<file path="config.mk">
export PLATFORM = sky130hd
export DESIGN_NAME = cyc_ctrl
export DESIGN_NICKNAME = d
export VERILOG_FILES = /design/src/rtl/cyc_ctrl_pkg.sv /design/src/rtl/cyc_ctrl_next.sv /design/src/rtl/cyc_ctrl_outs.sv /design/src/rtl/cyc_ctrl_alu.sv /design/src/rtl/cyc_ctrl.sv
export SDC_FILE = /design/constraint.sdc
export NUM_CORES = 1
export LEC_CHECK = 0
export ABC_AREA = 1
export BUFFER_PORTS_ARGS = -buffer_cell sky130_fd_sc_hd__buf_2
export CORE_MARGIN = 4
export CORE_UTILIZATION = 45
export CTS_CLUSTER_SIZE = 12
export DETAILED_ROUTE_END_ITERATION = 10
export HOLD_SLACK_MARGIN = 0.02
export PLACE_DENSITY = 0.77
export SYNTH_ARGS = -nofsm -noshare
export SYNTH_HDL_FRONTEND = slang
export SYNTH_HIERARCHICAL = 1
export SYNTH_SLANG_ARGS = --single-unit
export TNS_END_PERCENT = 20
</file>
<file path="constraint.sdc">
create_clock -name clk -period 1.8 [get_ports clk]
set_clock_uncertainty 0.05 [all_clocks]
set_input_delay 0.27 -clock clk [delete_from_list [all_inputs] [get_ports clk]]
set_output_delay 0.27 -clock clk [all_outputs]
set_load 0.03 [all_outputs]
</file>
<file path="src/rtl/cyc_ctrl_pkg.sv">
package cyc_ctrl_pkg;
  localparam int OP_W  = 6;
  localparam int FN_W  = 6;
  localparam int ST_W  = 4;
  localparam int ALU_W = 3;

  typedef enum logic [ST_W-1:0] {
    S_FETCH  = 4'b0000,
    S_DEC    = 4'b0001,
    S_BR_NT  = 4'b0010,
    S_BR_TK  = 4'b0011,
    S_R_EX   = 4'b0100,
    S_R_WB   = 4'b0101,
    S_OI_EX  = 4'b0110,
    S_OI_WB  = 4'b0111,
    S_LD_EX  = 4'b1000,
    S_LD_MEM = 4'b1001,
    S_LD_WB  = 4'b1010,
    S_ST_EX  = 4'b1011,
    S_ST_MEM = 4'b1100
  } state_e;

  localparam logic [OP_W-1:0] OPC_RTYPE = 6'b000000;
  localparam logic [OP_W-1:0] OPC_ORI   = 6'b001101;
  localparam logic [OP_W-1:0] OPC_LW    = 6'b100011;
  localparam logic [OP_W-1:0] OPC_SW    = 6'b101011;
  localparam logic [OP_W-1:0] OPC_BEQ   = 6'b000100;

  localparam logic [FN_W-1:0] FN_ADD = 6'b100000;
  localparam logic [FN_W-1:0] FN_SUB = 6'b100010;
  localparam logic [FN_W-1:0] FN_AND = 6'b100100;
  localparam logic [FN_W-1:0] FN_OR  = 6'b100101;
  localparam logic [FN_W-1:0] FN_SLT = 6'b101010;

  typedef enum logic [ALU_W-1:0] {
    ALU_ADD = 3'd0,
    ALU_SUB = 3'd1,
    ALU_AND = 3'd2,
    ALU_OR  = 3'd3,
    ALU_SLT = 3'd4
  } alu_e;

  typedef enum logic [1:0] {
    ASEL_ADD = 2'd0,
    ASEL_OR  = 2'd1,
    ASEL_FN  = 2'd2
  } asel_e;

  typedef struct packed {
    logic  imem_rd;
    logic  ir_en;
    logic  a_en;
    logic  b_en;
    asel_e alu_sel;
    logic  res_en;
    logic  dmem_rd;
    logic  dmem_wr;
    logic  rf_wr;
    logic  dst_rd;
    logic  wb_mem;
    logic  pc_en;
    logic  pc_sel;
  } ctrl_t;
endpackage

</file>
<file path="src/rtl/cyc_ctrl_next.sv">
module cyc_ctrl_next
  import cyc_ctrl_pkg::*;
(
  input  state_e          cur,
  input  logic [OP_W-1:0] opcode,
  input  logic            eq_flag,
  output state_e          nxt
);
  // Only the decode state looks at opcode and condition.
  always_comb begin
    nxt = S_FETCH;
    unique case (cur)
      S_FETCH:  nxt = S_DEC;
      S_DEC: begin
        case (opcode)
          OPC_RTYPE: nxt = S_R_EX;
          OPC_ORI:   nxt = S_OI_EX;
          OPC_LW:    nxt = S_LD_EX;
          OPC_SW:    nxt = S_ST_EX;
          OPC_BEQ:   nxt = eq_flag ? S_BR_TK : S_BR_NT;
          default:   nxt = S_FETCH;
        endcase
      end
      S_R_EX:   nxt = S_R_WB;
      S_OI_EX:  nxt = S_OI_WB;
      S_LD_EX:  nxt = S_LD_MEM;
      S_LD_MEM: nxt = S_LD_WB;
      S_ST_EX:  nxt = S_ST_MEM;
      default:  nxt = S_FETCH;
    endcase
  end
endmodule

</file>
<file path="src/rtl/cyc_ctrl_outs.sv">
module cyc_ctrl_outs
  import cyc_ctrl_pkg::*;
(
  input  state_e cur,
  output ctrl_t  ctl
);
  // Moore output table: one row per state, everything else low.
  always_comb begin
    ctl = '0;
    ctl.alu_sel = ASEL_ADD;
    case (cur)
      S_FETCH: begin ctl.imem_rd = 1'b1; ctl.ir_en = 1'b1; end
      S_DEC:   begin ctl.a_en = 1'b1; ctl.b_en = 1'b1; end
      S_BR_NT: begin ctl.pc_en = 1'b1; end
      S_BR_TK: begin ctl.pc_en = 1'b1; ctl.pc_sel = 1'b1; end
      S_R_EX:  begin ctl.alu_sel = ASEL_FN; ctl.res_en = 1'b1; end
      S_R_WB:  begin ctl.rf_wr = 1'b1; ctl.dst_rd = 1'b1; ctl.pc_en = 1'b1; end
      S_OI_EX: begin ctl.alu_sel = ASEL_OR; ctl.res_en = 1'b1; end
      S_OI_WB: begin ctl.rf_wr = 1'b1; ctl.pc_en = 1'b1; end
      S_LD_EX, S_ST_EX: ctl.res_en = 1'b1;
      S_LD_MEM: ctl.dmem_rd = 1'b1;
      S_LD_WB: begin ctl.rf_wr = 1'b1; ctl.wb_mem = 1'b1; ctl.pc_en = 1'b1; end
      S_ST_MEM: begin ctl.dmem_wr = 1'b1; ctl.pc_en = 1'b1; end
      default: ctl = '0;
    endcase
  end
endmodule

</file>
<file path="src/rtl/cyc_ctrl_alu.sv">
module cyc_ctrl_alu
  import cyc_ctrl_pkg::*;
(
  input  asel_e           sel,
  input  logic [FN_W-1:0] funct,
  output alu_e            op
);
  always_comb begin
    op = ALU_ADD;
    case (sel)
      ASEL_OR: op = ALU_OR;
      ASEL_FN: begin
        case (funct)
          FN_SUB:  op = ALU_SUB;
          FN_AND:  op = ALU_AND;
          FN_OR:   op = ALU_OR;
          FN_SLT:  op = ALU_SLT;
          default: op = ALU_ADD;
        endcase
      end
      default: op = ALU_ADD;
    endcase
  end
endmodule

</file>
<file path="src/rtl/cyc_ctrl.sv">
module cyc_ctrl
  import cyc_ctrl_pkg::*;
(
  input  logic             clk,
  input  logic             rst,
  input  logic [OP_W-1:0]  opcode,
  input  logic [FN_W-1:0]  funct,
  input  logic             eq_flag,
  output logic             imem_rd,
  output logic             ir_en,
  output logic             a_en,
  output logic             b_en,
  output logic [ALU_W-1:0] alu_op,
  output logic             res_en,
  output logic             dmem_rd,
  output logic             dmem_wr,
  output logic             rf_wr,
  output logic             dst_rd,
  output logic             wb_mem,
  output logic             pc_en,
  output logic             pc_sel
);
  state_e cur, nxt;
  ctrl_t  ctl;
  alu_e   op;

  always_ff @(posedge clk) begin
    if (rst) cur <= S_FETCH;
    else     cur <= nxt;
  end

  cyc_ctrl_next u_next (.cur(cur), .opcode(opcode), .eq_flag(eq_flag), .nxt(nxt));
  cyc_ctrl_outs u_outs (.cur(cur), .ctl(ctl));
  cyc_ctrl_alu  u_alu  (.sel(ctl.alu_sel), .funct(funct), .op(op));

  assign imem_rd = ctl.imem_rd;
  assign ir_en   = ctl.ir_en;
  assign a_en    = ctl.a_en;
  assign b_en    = ctl.b_en;
  assign alu_op  = op;
  assign res_en  = ctl.res_en;
  assign dmem_rd = ctl.dmem_rd;
  assign dmem_wr = ctl.dmem_wr;
  assign rf_wr   = ctl.rf_wr;
  assign dst_rd  = ctl.dst_rd;
  assign wb_mem  = ctl.wb_mem;
  assign pc_en   = ctl.pc_en;
  assign pc_sel  = ctl.pc_sel;

  logic dec_known;
  assign dec_known = (opcode == OPC_RTYPE) || (opcode == OPC_ORI) || (opcode == OPC_LW) ||
                     (opcode == OPC_SW) || (opcode == OPC_BEQ);

  p_rst_fetch_r1: assert property (@(posedge clk) rst |=> (imem_rd && ir_en && !pc_en));
  p_fetch_dec_r2: assert property (@(posedge clk) disable iff (rst)
    ir_en |=> (a_en && b_en && !ir_en));
  p_br_taken_r8: assert property (@(posedge clk) disable iff (rst)
    (a_en && opcode == OPC_BEQ && eq_flag) |=> (pc_en && pc_sel));
  p_br_not_r9: assert property (@(posedge clk) disable iff (rst)
    (a_en && opcode == OPC_BEQ && !eq_flag) |=> (pc_en && !pc_sel));
  p_unknown_r10: assert property (@(posedge clk) disable iff (rst)
    (a_en && !dec_known) |=> (ir_en && !rf_wr && !dmem_wr && !pc_en));
  p_ld_wb_r6: assert property (@(posedge clk) disable iff (rst)
    dmem_rd |=> (rf_wr && wb_mem && !dst_rd && pc_en && !pc_sel));
  p_st_mem_r7: assert property (@(posedge clk) disable iff (rst)
    (a_en && opcode == OPC_SW) |=> ##1 (dmem_wr && pc_en));
  p_pc_last_r12: assert property (@(posedge clk) disable iff (rst) pc_en |=> ir_en);
  p_excl_r12: assert property (@(posedge clk) disable iff (rst)
    $countones({rf_wr, dmem_rd, dmem_wr}) <= 1);
  p_alu_idle_r11: assert property (@(posedge clk) disable iff (rst)
    !res_en |-> (alu_op == ALU_ADD));
endmodule

</file>
==> flow_results.org, run 1 <==
** Pwr
- Power density of the placed cells :: 342 nW/um2
- Net switching is 35.1% of the power.
- Of the total power, registers draw 29.9%.
- Cell internal power dissipation :: 206 uW
- In this run the power spent charging and discharging nets is 111 uW.
- The worst-case IR drop observed on VDD is 0.000289 V.
- Combinational share of power :: 36.8%
- For this design the static power due to leakage is 0.513 nW.
- Clock share of power :: 33.3%

** Die
- 30 I/O pins were placed.
- The initial utilization of the core area, before any placement, comes to 48.1%.
- The die covers 2050 um2.
- Die outline height :: 45.3 um
- Die X-Extent :: 45.3 um
- The core region is 1300 um2.
- Count of standard-cell rows :: 13

** Synthesis
- Library cell with the largest summed area after synthesis :: sky130_fd_sc_hd__nor2_1
- In this run, synthesis produced a sequential element count of 4.
- Count of different cell masters after synthesis :: 22
- Number of enable-type register cells in the synthesized netlist :: 0
- Yosys synthesis warning count :: 6
- Dividing the synthesized area by the synthesized cell count gives 5.17 um2.
- Counting flops with an async set or reset pin after synthesis yields a share of 0%.
- The synthesized design devotes to its leading area cell type 16.2% of total area.
- When the netlist entered floorplanning its net count stood at 138.
- The cell area that synthesis handed to floorplanning was 626 um2.
- Share of synthesized area occupied by flip-flops and latches :: 12.8%
- Cell with the most instances after synthesis :: sky130_fd_sc_hd__nor2_1
- In the synthesized netlist, the cells that appear most often are 27 x sky130_fd_sc_hd__nor2_1, 26 x sky130_fd_sc_hd__nand2_1, 24 x sky130_fd_sc_hd__inv_1.
- Synthesized netlist cell count :: 121
- Ranked by total cell area, the synthesized netlist is headed by sky130_fd_sc_hd__nor2_1 16%, sky130_fd_sc_hd__nand2_1 16%, sky130_fd_sc_hd__inv_1 14%, sky130_fd_sc_hd__dfxtp_1 13%, sky130_fd_sc_hd__nor2_2 5.0%.
- Top FF cell, synth :: sky130_fd_sc_hd__dfxtp_1

** Cells and area
- The register with the most flip-flops in the layout has 4 of them.
- 0 antenna diodes ended up in the layout.
- After the last flow step, the layout net total stands at 177.
- Seq. cell area :: 87.6 um2
- Relative area change from synthesis to final layout :: 48.4%
- Largest Register :: cur
- Fraction of layout cells with a size suffix above 1 :: 43.7%
- Filler cell count :: 117
- In the final layout, the multi-input gates occupy 462 um2.
- Once layout is complete, the cells apart from fillers number 173.
- In the final layout, the registers with the most flip-flops are cur (4).

** Critical path
- At the worst endpoint, the required time is 1.48 ns.
- The worst setup path is captured at an output pin.
- The setup check on the worst reg-to-reg path leaves a slack of 0.54 ns.
- STA puts the critical path data arrival time at 1.64 ns.
- Worst r2r src :: cur[2]
- The worst setup path is launched from a register.
- Crit path from :: cur[1]
- Endpoint of the worst-slack reg-to-reg timing path :: cur[2]
- Depth of the most critical reg-to-reg path :: 8
- The critical path in this run is classified as reg2out.
- In this run the worst path has a maximum fanout of 3.

** Routing
- Number of violations reported at the end of detailed-routing iteration 0 :: 13
- In the routed design, unresolved DRC markers number 0.
- Detail-routed via count per cell :: 4.73
- Residual antenna-violating net count after detailed routing :: 0
- Detailed routing inserted a total of 819 vias.
- Avg WL per Cell :: 9.25 um
- Wire length after detailed routing :: 1600 um
- Initial DRT Pass Iterations :: 5

** Clock tree
- After clock tree synthesis, the clock-pin slew on the worst setup and hold paths is 0.04 ns.
- Buffers inserted to repair hold after CTS numbered 0.
- Later-pin clock latency in the skew report :: 0.23 ns
- Number of buffers inserted during clock tree synthesis :: 3
- CTS tree :: yes
- In this run the number of H-tree levels came out at 1.
- Root buf cell :: sky130_fd_sc_hd__clkbuf_4
- CTS sink count :: 4
- The longest clock path from root to sink contains 2 buffers.

** STA
- Setup WS post-layout :: -0.156 ns
- The worst path in the final design needs a cycle of 1.96 ns, including I/O delays and setup.
- For the pin with the worst max-slew slack, the measured transition is 0.245 ns.
- Max Transition Viols Final :: 0
- Setup repair after global routing missed its margin :: yes
- The final critical path takes up 109% of the cycle.
- Final-layout worst hold slack :: 0.175 ns
- Highest clock frequency the design can meet :: 511 MHz
- The hold violation total from the final report came to 0.
- Setup Total Neg Slack :: -0.446 ns
- Number of endpoints failing setup at the final stage :: 3
- Worst slew margin relative to its limit :: 83.6%

** Worst hold path
- Startpoint of the worst hold path :: rst
- The path class of the tightest hold or removal check is in2reg.
- Worst hold path depth :: 2
- For hold timing, the worst endpoint is cur[0].

** Run status
- The final reports fail on setup timing.
- Status :: complete, but fails checks

** Placement
- Number of port buffers :: 29
- Worst-case setup slack after placement :: -0.0171 ns
- Detailed placement finished with a half-perimeter wire length of 1290 um.
- Including well taps, the total number of placed cells is 168.
- Routability-driven placement finished with a final weighted congestion of 0.774.

** Global routing
- Largest net degree at the start of global routing :: 9
- GRT met3 Usage :: 2.39%
- The number of global-route vias before repair came to 687.
- The number of antenna violations at the first check in global routing came to 0.
- Global routing used 17.1% of the available tracks across all layers.
- Routing layer with the top usage in global route :: met2
- The total overflow left after global routing is 0.
- Wire length of the first global-routing pass :: 2680 um
- Met2 usage :: 31.9%
- Global routing usage on met1 :: 20.5%

** Run
- Maximum capacitance violations :: 0
==> what timing repair did <==
item | CTS | global route
pin swaps | 2 | 7
buffers inserted | 0 | 2
endpoints found under the setup margin | 3 | 3
hold endpoints to repair | 0 | 0
gates resized for setup | 10 | 8
==> worst max-delay path, stage by stage, from the launching register on <==
cell	delay, ns
sky130_fd_sc_hd__dfxtp_4	0.35
sky130_fd_sc_hd__nor2_4	0.12
sky130_fd_sc_hd__inv_2	0.05
sky130_fd_sc_hd__nor2_2	0.11
sky130_fd_sc_hd__ha_2	0.21
sky130_fd_sc_hd__nand2_2	0.05
sky130_fd_sc_hd__nor2_2	0.09
sky130_fd_sc_hd__nand2_1	0.05
sky130_fd_sc_hd__nand2_1	0.06
sky130_fd_sc_hd__nor2_1	0.04
sky130_fd_sc_hd__nor2_1	0.10
sky130_fd_sc_hd__buf_4	0.17
==> kinds of logic (layout without fill, tap and decap cells) <==
kind of cell / Yosys count / in the layout / synth area share, %
AND/OR/NAND/NOR: 76 / 76 / 56.2
buffers and inverters: 32 / 69 / 20.4
AO/OA/AOI/OAI: 7 / 7 / 6.60
flip-flops: 4 / 4 / 12.8
adder cells (fa/ha/maj): 2 / 2 / 4.00
==> metal layers <==
| layer | vias to the layer above | share of wire [%] |
|---|---|---|
| met2 | 16 | 54 |
| li1 | 433 | - |
| met5 | - | 0 |
| met4 | 0 | 0 |
| met1 | 370 | 41 |
| met3 | 0 | 5.1 |
==> worst max path at each step <==
| stage | endpoint | slack, ns |
|---|---|---|
| global placement | alu_op[1] | 0.03 |
| finish | alu_op[0] | -0.16 |
| floorplan | alu_op[0] | -0.1 |
| CTS | alu_op[0] | -0.14 |
| global route | alu_op[0] | -0.34 |
| detailed placement | alu_op[2] | -0.02 |
==> power groups by stage <==
stage	registers (mW)	logic [mW]	clock network (mW)
after global routing	0.0954	0.130	0.117
after CTS	0.0965	0.111	0.110
after detailed placement	0.0961	0.109	0
final	0.0950	0.117	0.106
after floorplan	0.0976	0.0715	0
after global placement	0.0960	0.107	0
==> per-stage QoR <==
step / cell area (um2) / utilization (%) / total power [mW]
detailed placement: 831 / 63.8 / 0.205
global placement: 831 / 63.8 / 0.203
finish: 928 / 71.3 / 0.318
CTS: 881 / 67.7 / 0.318
global route: 928 / 71.3 / 0.342
floorplan: 644 / - / 0.169
==> final cells by class <==
| class | count | area share, % |
|---|---|---|
| Clock buffer | 3 | 2.43 |
| Multi-Input combinational cell | 85 | 49.7 |
| Timing Repair Buffer | 36 | 24.3 |
| Sequential cell | 4 | 9.43 |
| Inverter | 30 | 12.1 |
| Tap cell | 15 | 2.02 |
==> placed cells by master (no fill, tap or decap), types with 2 or more instances in the layout <==
master,Yosys,final
sky130_fd_sc_hd__dfxtp_1,4,2
sky130_fd_sc_hd__nand2_1,26,25
sky130_fd_sc_hd__dfxtp_4,0,2
sky130_fd_sc_hd__nand3_1,6,6
sky130_fd_sc_hd__buf_6,0,2
sky130_fd_sc_hd__nor2_2,5,8
sky130_fd_sc_hd__inv_1,24,23
sky130_fd_sc_hd__buf_4,2,7
sky130_fd_sc_hd__nand3_2,3,3
sky130_fd_sc_hd__nor2_1,27,23
sky130_fd_sc_hd__clkbuf_4,0,3
sky130_fd_sc_hd__o21ai_1,2,2
sky130_fd_sc_hd__inv_2,5,6
sky130_fd_sc_hd__nand2_2,4,4
sky130_fd_sc_hd__o21ai_0,2,2
sky130_fd_sc_hd__buf_2,0,26
Power figures use the tool's default switching activity.
==> run 2, diff against run 1 <==
Settings changed: PLACE_DENSITY 0.77 to default, PLACE_DENSITY_LB_ADDON from default to 0.3.
==> run 2 against run 1 <==
Effect of this change: via count increased by 2.0%; combinational power increased by 8%; worst hold slack improved by 0.011 ns; die area unchanged; fmax increased by 0.55%; largest power group unchanged; first-iteration DRC count decreased by 23%; sequential cell count unchanged; non-clock buffer count increased by 2; final area increased by 3.9%; global-route usage decreased by 0.73 points; the flow still finishes with violations (setup timing).
==> flow_results.org, run 2 (synthesis results as in run 1) <==
** STA
- Number of endpoints with negative hold slack in the final report :: 0
- Highest clock frequency the design can meet :: 514 MHz
- In the finished design, the share of the clock period the worst path needs comes to 108%.
- Post-layout min period :: 1.95 ns
- Setup repair after global routing could not meet its margin everywhere.
- In this run the tightest slew margin relative to its limit is 83.3%.
- Setup WS post-layout :: -0.146 ns
- The number of pins with negative max-slew slack in the final report was 0.
- Setup violations remaining at the end of the flow were counted as 2.
- Worst slew pin tran :: 0.249 ns
- Final-layout worst hold slack :: 0.186 ns

** Clock tree
- Count of H-tree levels built during CTS :: 1
- The longest clock path from root to sink contains 2 buffers.
- The clock net in this run drives a total of 4 sinks.
- Reg clk slew, reported paths :: 0.04 ns
- Root buf cell :: sky130_fd_sc_hd__clkbuf_4
- CTS tree :: yes
- Later-pin clock latency in the skew report :: 0.23 ns
- Cts hold-fix bufs :: 0
- In this run, CTS created clock tree buffers numbering 3.

** Die
- Core ar. :: 1300 um2
- Starting density of the core :: 48.1%
- Die outline height :: 45.3 um
- Total die area :: 2050 um2
- Io pins :: 30
- Die X-Extent :: 45.3 um
- Row generation in the floorplan step produced 13 rows.

** Critical path
- Among cell families on the critical path, the largest total delay comes from buffers and inverters.
- The endpoint identified for the worst register-to-register timing path is cur[2].
- Cell at the slowest stage of the critical path :: sky130_fd_sc_hd__dfxtp_4
- CP Data Required Time :: 1.48 ns
- Arrival time at the worst endpoint :: 1.63 ns
- CP max stage delay :: 0.36 ns
- Depth of the most critical reg-to-reg path :: 8
- In this run the critical register-to-register path is launched from cur[2].
- Startpoint class of the critical path :: register
- Largest fanout of any net on the critical path :: 3
- Traced cell by cell, the critical path runs through nor2_4, inv_2, nor2_4, buf_4, inv_1, ha_1, inv_2, nand2_1, nor2_1, nor2_1, buf_4.
- Critical Path Sink Type :: output pin
- Flop2flop setup slack :: 0.48 ns
- Worst path buffer plus inverter count :: 5
- Start-to-end type of the worst setup path :: reg2out

** Cells and area
- The number of antenna diodes in the final layout is 0.
- Of the cells placed in the final design, the portion with a size suffix greater than 1 is 44.4%.
- Once layout is done, the placed cells without fillers occupy 965 um2.
- More flip-flops sit in one register than any other, and that register is cur.
- Most frequent cells in the layout :: 26 x sky130_fd_sc_hd__buf_2, 26 x sky130_fd_sc_hd__nand2_1, 23 x sky130_fd_sc_hd__nor2_1, 22 x sky130_fd_sc_hd__inv_1, 10 x sky130_fd_sc_hd__buf_4
- The final layout contains 179 nets.
- Number of flip-flops under the largest register name :: 4
- The area growth from synthesis to layout is 54.2%.
- Top flop regs :: cur (4)

** Run status
- The flow ran to the end, but the final reports show violations.
- The checks that failed: setup timing.

** Global routing
- GRT met3 Usage :: 1.20%
- Entering global routing, the biggest net connects 9 pins.
- The number of global-route vias before repair is 715.
- Global routing consumed, on the met1 layer, 17.6% of the routing resources.
- Wire length of the first global-routing pass :: 2560 um
- Number of antenna violations at the first check in global routing :: 0
- Met2 usage :: 31.6%
- After global routing the overflow that remains totals 0.
- GRT Util Overall :: 16.4%
- The global routing stage identified its most utilized layer as met2.

** Placement
- Cell area after placement :: 831 um2
- The congestion estimate from routability-driven global placement came to 0.788.
- Worst-case setup slack after placement :: 0.0292 ns
- Number of port buffers :: 29
- DP HPWL :: 1270 um

** Pwr
- Combinational cells account for 38.8% of the total power.
- The analysis attributes to cell leakage a power of 0.533 nW.
- Power spread over the standard cell area amounts to 337 nW/um2.
- Sequential power share :: 29.4%
- VDD sags by at most 0.000356 V.
- Of the total power, the share spent switching nets is 35.2%.
- Cell internal power dissipation :: 211 uW
- Clock share of power :: 31.8%
- The analysis attributes to net switching a power of 115 uW.

** Worst hold path
- Destination of the worst hold path :: cur[1]
- The startpoint identified for the worst hold timing path is rst.
- The worst hold path belongs to the class in2reg.
- Along the worst hold path, the cell count comes to 2.

** Routing
- Initial DRT Pass Iterations :: 4
- Detail-routed via count per cell :: 4.77
- Avg WL per Cell :: 10.1 um
- Wire length after detailed routing :: 1760 um
- Total number of vias :: 835
- The detail route stage leaves a number of antenna-violating nets equal to 0.
- In this run, the number of DRC markers left after iteration 0 of detailed routing was 10.
- In the routed design, unresolved DRC markers number 0.

** Run
- Maximum capacitance violations :: 0
run 2: worst register-to-register path, stage by stage (launching register included):
cell	delay, ns
sky130_fd_sc_hd__dfxtp_1	0.32
sky130_fd_sc_hd__buf_4	0.17
sky130_fd_sc_hd__inv_1	0.10
sky130_fd_sc_hd__nand2_1	0.09
sky130_fd_sc_hd__o21ai_0	0.18
sky130_fd_sc_hd__o21ai_0	0.15
sky130_fd_sc_hd__nand2_1	0.09
sky130_fd_sc_hd__inv_1	0.04
sky130_fd_sc_hd__nor2_1	0.07
run 2: final cells by class:
cell class / count / area [um2]
Tap cell: 15 / 18.8
Sequential cell: 4 / 87.6
Multi-Input combinational cell: 85 / 493
Fill cell: 121 / 337
Clock buffer: 3 / 22.5
Timing Repair Buffer: 38 / 228
Inverter: 30 / 115
run 2: worst max path at each step:
stage / cells past startpoint / slack, ns / startpoint / end
after floorplan: 9 / -0.1 / cur[2] / alu_op[0]
after CTS: 7 / -0.12 / cur[0] / alu_op[2]
after global placement: 7 / 0.06 / cur[1] / alu_op[2]
after global routing: 11 / -0.24 / cur[2] / alu_op[0]
after detailed placement: 7 / 0.03 / cur[0] / alu_op[2]
final: 11 / -0.15 / cur[1] / alu_op[0]
run 2: stage by stage:
| step | util (%) | std cells | TNS, ns | total power [mW] |
|---|---|---|---|---|
| 2_1_floorplan | - | 121 | -0.100 | 0.169 |
| 3_3_place_gp | 63.8 | 168 | 0 | 0.205 |
| 3_5_place_dp | 63.8 | 168 | 0 | 0.208 |
| 4_1_cts | 67.7 | 172 | -0.358 | 0.320 |
| 5_1_grt | 74.1 | 175 | -0.518 | 0.346 |
| 6_report | 74.1 | 175 | -0.240 | 0.325 |
run 2: timing repair:
action                                  in CTS  in global routing
endpoints found under the setup margin       3                  4
gates resized for setup                      8                 16
pin swaps                                    2                  7
buffers inserted                             1                  3
run 2: power by group through the flow:
stage	logic (mW)	registers [mW]	clock network (mW)
3_5_place_dp	0.111	0.0962	0
3_3_place_gp	0.109	0.0960	0
4_1_cts	0.116	0.0957	0.108
6_report	0.126	0.0956	0.104
5_1_grt	0.138	0.0961	0.112
2_1_floorplan	0.0715	0.0976	0
run 2: layer usage:
| layer | up-vias | part of all wire, % |
|---|---|---|
| met4 | 0 | 1.3 |
| met2 | 18 | 53 |
| met5 | - | 0 |
| li1 | 439 | - |
| met3 | 2 | 3.6 |
| met1 | 376 | 42 |
==> run 3, diff against run 2 <==
Settings changed: CORE_AREA from default to 2 2 39 41, CORE_MARGIN 4 to default, CORE_UTILIZATION 45 to default, DIE_AREA from default to 0 0 41 43, SYNTH_HIERARCHICAL 1 to default.
==> run 3 against run 2 <==
Effect of this change: the run still ends with setup timing left; sequential cell count did not move; cell count decreased by 8.6%; register-to-register slack got worse by 0.02 ns; clock-buffer cell count unchanged; die area shrank 14%; clock power up 6%; routed wire length is 9.3% higher; first-iteration DRC count grew 90%; sequential share of layout area decreased by 0.77 points; sequential power hardly changed; worst setup slack got worse by 0.37 ns; critical endpoint is now alu_op[1].
==> flow_results.org, run 3 <==
** Routing
- Avg WL per Cell :: 12.0 um
- Residual antenna-violating net count after detailed routing :: 0
- Initial DRT Pass Iterations :: 4
- For this run, design rule violations remaining after detail routing come to 0.
- Routed wl met2 :: 1050 um
- Met3 layer wire length in the routed design :: 93 um
- DR top layer :: met4
- For this block, wires on met1 add up to 755 um.
- For this block, the via count after detailed routing is 787.
- Wires add up to 1930 um.
- Number of violations reported at the end of detailed-routing iteration 0 :: 19
- After detailed routing, the number of vias per cell comes to 4.92.

** STA
- Final-layout worst hold slack :: 0.186 ns
- For the pin with the worst max-slew slack, the measured transition is 0.501 ns.
- Highest clock frequency the design can meet :: 432 MHz
- Number of endpoints with negative hold slack in the final report :: 0
- In the final timing run, aggregate negative setup slack is -1.59 ns.
- Number of endpoints failing setup at the final stage :: 4
- Worst slew margin relative to its limit :: 66.4%
- Max Transition Viols Final :: 0
- Setup WS post-layout :: -0.517 ns
- In the finished design, the share of the clock period the worst path needs comes to 129%.
- Setup repair after global routing could not meet its margin everywhere.
- Post-layout min period :: 2.32 ns

** Die
- Core ar. :: 1380 um2
- From bottom edge to top edge, the die measures 43 um.
- In this run the count of I/O pins placed on the die edge is 30.
- Total die area :: 1760 um2
- Starting density of the core :: 39.2%
- Die X-Extent :: 41 um
- Count of standard-cell rows :: 14

** Synthesis
- The synthesized netlist contains 22 unique library cells.
- Flip-flop and latch count after synthesis :: 4
- Synthesized netlist cell count :: 93
- Asr flop ratio synth :: 0%
- Cell with the most instances after synthesis :: sky130_fd_sc_hd__nor2_1
- For this run, the number of Yosys warnings is 0.
- Mapped Area :: 542 um2
- Most instantiated cells after synthesis :: 18 x sky130_fd_sc_hd__nor2_1, 17 x sky130_fd_sc_hd__inv_1, 11 x sky130_fd_sc_hd__nand2_1
- Top FF cell, synth :: sky130_fd_sc_hd__dfxtp_1
- The synthesized design contains 0 enable-type register cells.
- Share of synthesized area occupied by flip-flops and latches :: 14.8%
- The average instance in the mapped netlist occupies 5.83 um2.
- Yosys attributes the largest share of cell area to sky130_fd_sc_hd__dfxtp_1 15%, sky130_fd_sc_hd__nor2_1 12%, sky130_fd_sc_hd__inv_1 12%, sky130_fd_sc_hd__nand3_1 9.2%, sky130_fd_sc_hd__nand2_1 7.6%.
- The biggest area contributor in the post-synthesis netlist is sky130_fd_sc_hd__dfxtp_1.
- Net count after synthesis :: 110
- Area fraction of the dominant cell type after synthesis :: 14.8%

** Worst hold path
- Min-Delay Path Class :: in2reg

** Global routing
- The first global-routing pass estimated 2820 um of wire.
- Largest net degree at the start of global routing :: 7
- GRT Util Overall :: 22.9%
- The number of global-route vias before repair came to 692.
- Summed over all layers, the global routing overflow is 0.
- Number of antenna violations at the first check in global routing :: 0

** Clock tree
- Root buf cell :: sky130_fd_sc_hd__clkbuf_4
- Cts hold-fix bufs :: 0
- Count of H-tree levels built during CTS :: 1
- Deepest clock path buffer count :: 2
- TritonCTS built the clock tree.
- The later pin in the worst-skew pair is clocked with a latency of 0.23 ns.
- Counting the buffers created by CTS gives 3.
- CTS sink count :: 4
- After clock tree synthesis, the clock-pin slew on the worst setup and hold paths is 0.04 ns.

** Pwr
- Dividing total power by cell area gives a power density of 324 nW/um2.
- In this run, flip-flops and latches consume 29.7% of the power.
- VDD sags by at most 0.000330 V.
- Switching portion of total power :: 34.2%
- Per report_power, the combinational group accounts for 36.3% of the total.
- Cell internal power dissipation :: 212 uW
- Clock share of power :: 34.0%
- Net Sw Power :: 110 uW
- For this design the static power due to leakage is 0.562 nW.

** Cells and area
- Area of the multi-input gates :: 439 um2
- Filler cell count :: 112
- Compared with the post-synthesis result, the final layout area differs by 83.4%.
- Summing all flip-flop and latch instances after layout gives 82.6 um2.
- The largest registers in the layout are cur (4).
- Number of antenna repair diodes :: 0
- Once layout is complete, the utilization of the core stands at 71.8%.
- The register with the most flip-flops in the layout has 4 of them.
- Commonest non-fill, non-tap cell in the layout :: sky130_fd_sc_hd__buf_4
- Post-route cell area :: 993 um2
- Most frequent cells in the layout :: 26 x sky130_fd_sc_hd__buf_4, 19 x sky130_fd_sc_hd__buf_2, 15 x sky130_fd_sc_hd__nor2_1, 13 x sky130_fd_sc_hd__inv_1, 8 x sky130_fd_sc_hd__nand2_1
- Largest Register :: cur
- Fraction of layout cells with a size suffix above 1 :: 59.0%
- In the final design database the tool counted 163 nets.

** Critical path
- Critical Path Sink Type :: output pin
- The worst register-to-register path has a setup slack of 0.46 ns.
- STA puts the critical path data required time at 1.48 ns.
- Of all nets on the critical path, the largest fanout is 4.
- STA puts the critical path data arrival time at 2.00 ns.
- Startpoint class of the critical path :: register
- Start-to-end type of the worst setup path :: reg2out

** Placement
- Once detailed placement completed, the half-perimeter wirelength came to 1220 um.
- Routability congestion estimate from global placement :: 0.774
- Buffers placed on the I/O ports in this run total 29.
- Cell area after placement :: 769 um2

** Run status
- Status :: complete, but fails checks
- The final reports fail on setup timing.

** Run
- Maximum capacitance violations :: 0
==> run 3: power groups by stage <==
stage | combinational (mW) | sequential [mW] | clock (mW)
CTS | 0.108 | 0.0948 | 0.115
floorplan | 0.0686 | 0.0944 | 0
global placement | 0.101 | 0.0955 | 0
global route | 0.127 | 0.0956 | 0.122
detailed placement | 0.103 | 0.0956 | 0
finish | 0.117 | 0.0956 | 0.110
==> run 3: worst paths after layout <==
kind / endpoint / cells past startpoint / from
worst max-delay path: alu_op[1] / 12 / cur[2]
worst max register to register: cur[2] / 9 / cur[2]
worst min-delay path: cur[1] / 2 / rst
worst min register to register: cur[2] / 5 / cur[1]
==> run 3: what timing repair did <==
action,4_1_cts,5_1_grt
resized for setup,14,22
setup buffers,6,7
setup endpoints to repair,3,6
pin swaps,6,7
==> run 3: critical path, stage by stage (launching register included) <==
cell and delay [ns]:
sky130_fd_sc_hd__dfxtp_2 0.32, sky130_fd_sc_hd__inv_2 0.05, sky130_fd_sc_hd__nor2_4 0.12, sky130_fd_sc_hd__inv_2 0.08, sky130_fd_sc_hd__nor2_4 0.11, sky130_fd_sc_hd__ha_4 0.21
sky130_fd_sc_hd__inv_2 0.06, sky130_fd_sc_hd__nand2_2 0.07, sky130_fd_sc_hd__nor3b_4 0.32, sky130_fd_sc_hd__buf_4 0.17, sky130_fd_sc_hd__nand2_2 0.04, sky130_fd_sc_hd__nand2_2 0.08
sky130_fd_sc_hd__buf_6 0.12
==> run 3: cell families after synthesis <==
kind of cell	share of synthesized area, %
and+or+nand+nor	54.5
buffers and inverters	18.7
DFF	14.8
AOI/OAI and AO/OA	7.39
adders and majority gates	4.62
==> run 3: metal layers <==
| metal | GRT usage [%] | vias to the layer above |
|---|---|---|
| met5 | 0 | - |
| met3 | 2.62 | 2 |
| met4 | 12.0 | 0 |
| met2 | 39.4 | 31 |
| met1 | 25.3 | 364 |
| li1 | - | 390 |
==> run 3: final cells by class <==
class	instances	area share (%)
Multi-Input combinational cell	66	44.2
Clock buffer	3	2.27
Inverter	20	7.56
Sequential cell	4	8.31
Timing Repair Buffer	51	35.6
Tap cell	16	2.02
==> run 3: metrics by stage <==
stage	setup slack, ns	total power, mW	std cells
after floorplan	-0.165	0.163	93
after CTS	-0.406	0.318	153
after global routing	-0.593	0.345	160
after global placement	-0.259	0.196	144
after detailed placement	-0.374	0.199	144
final	-0.517	0.322	160
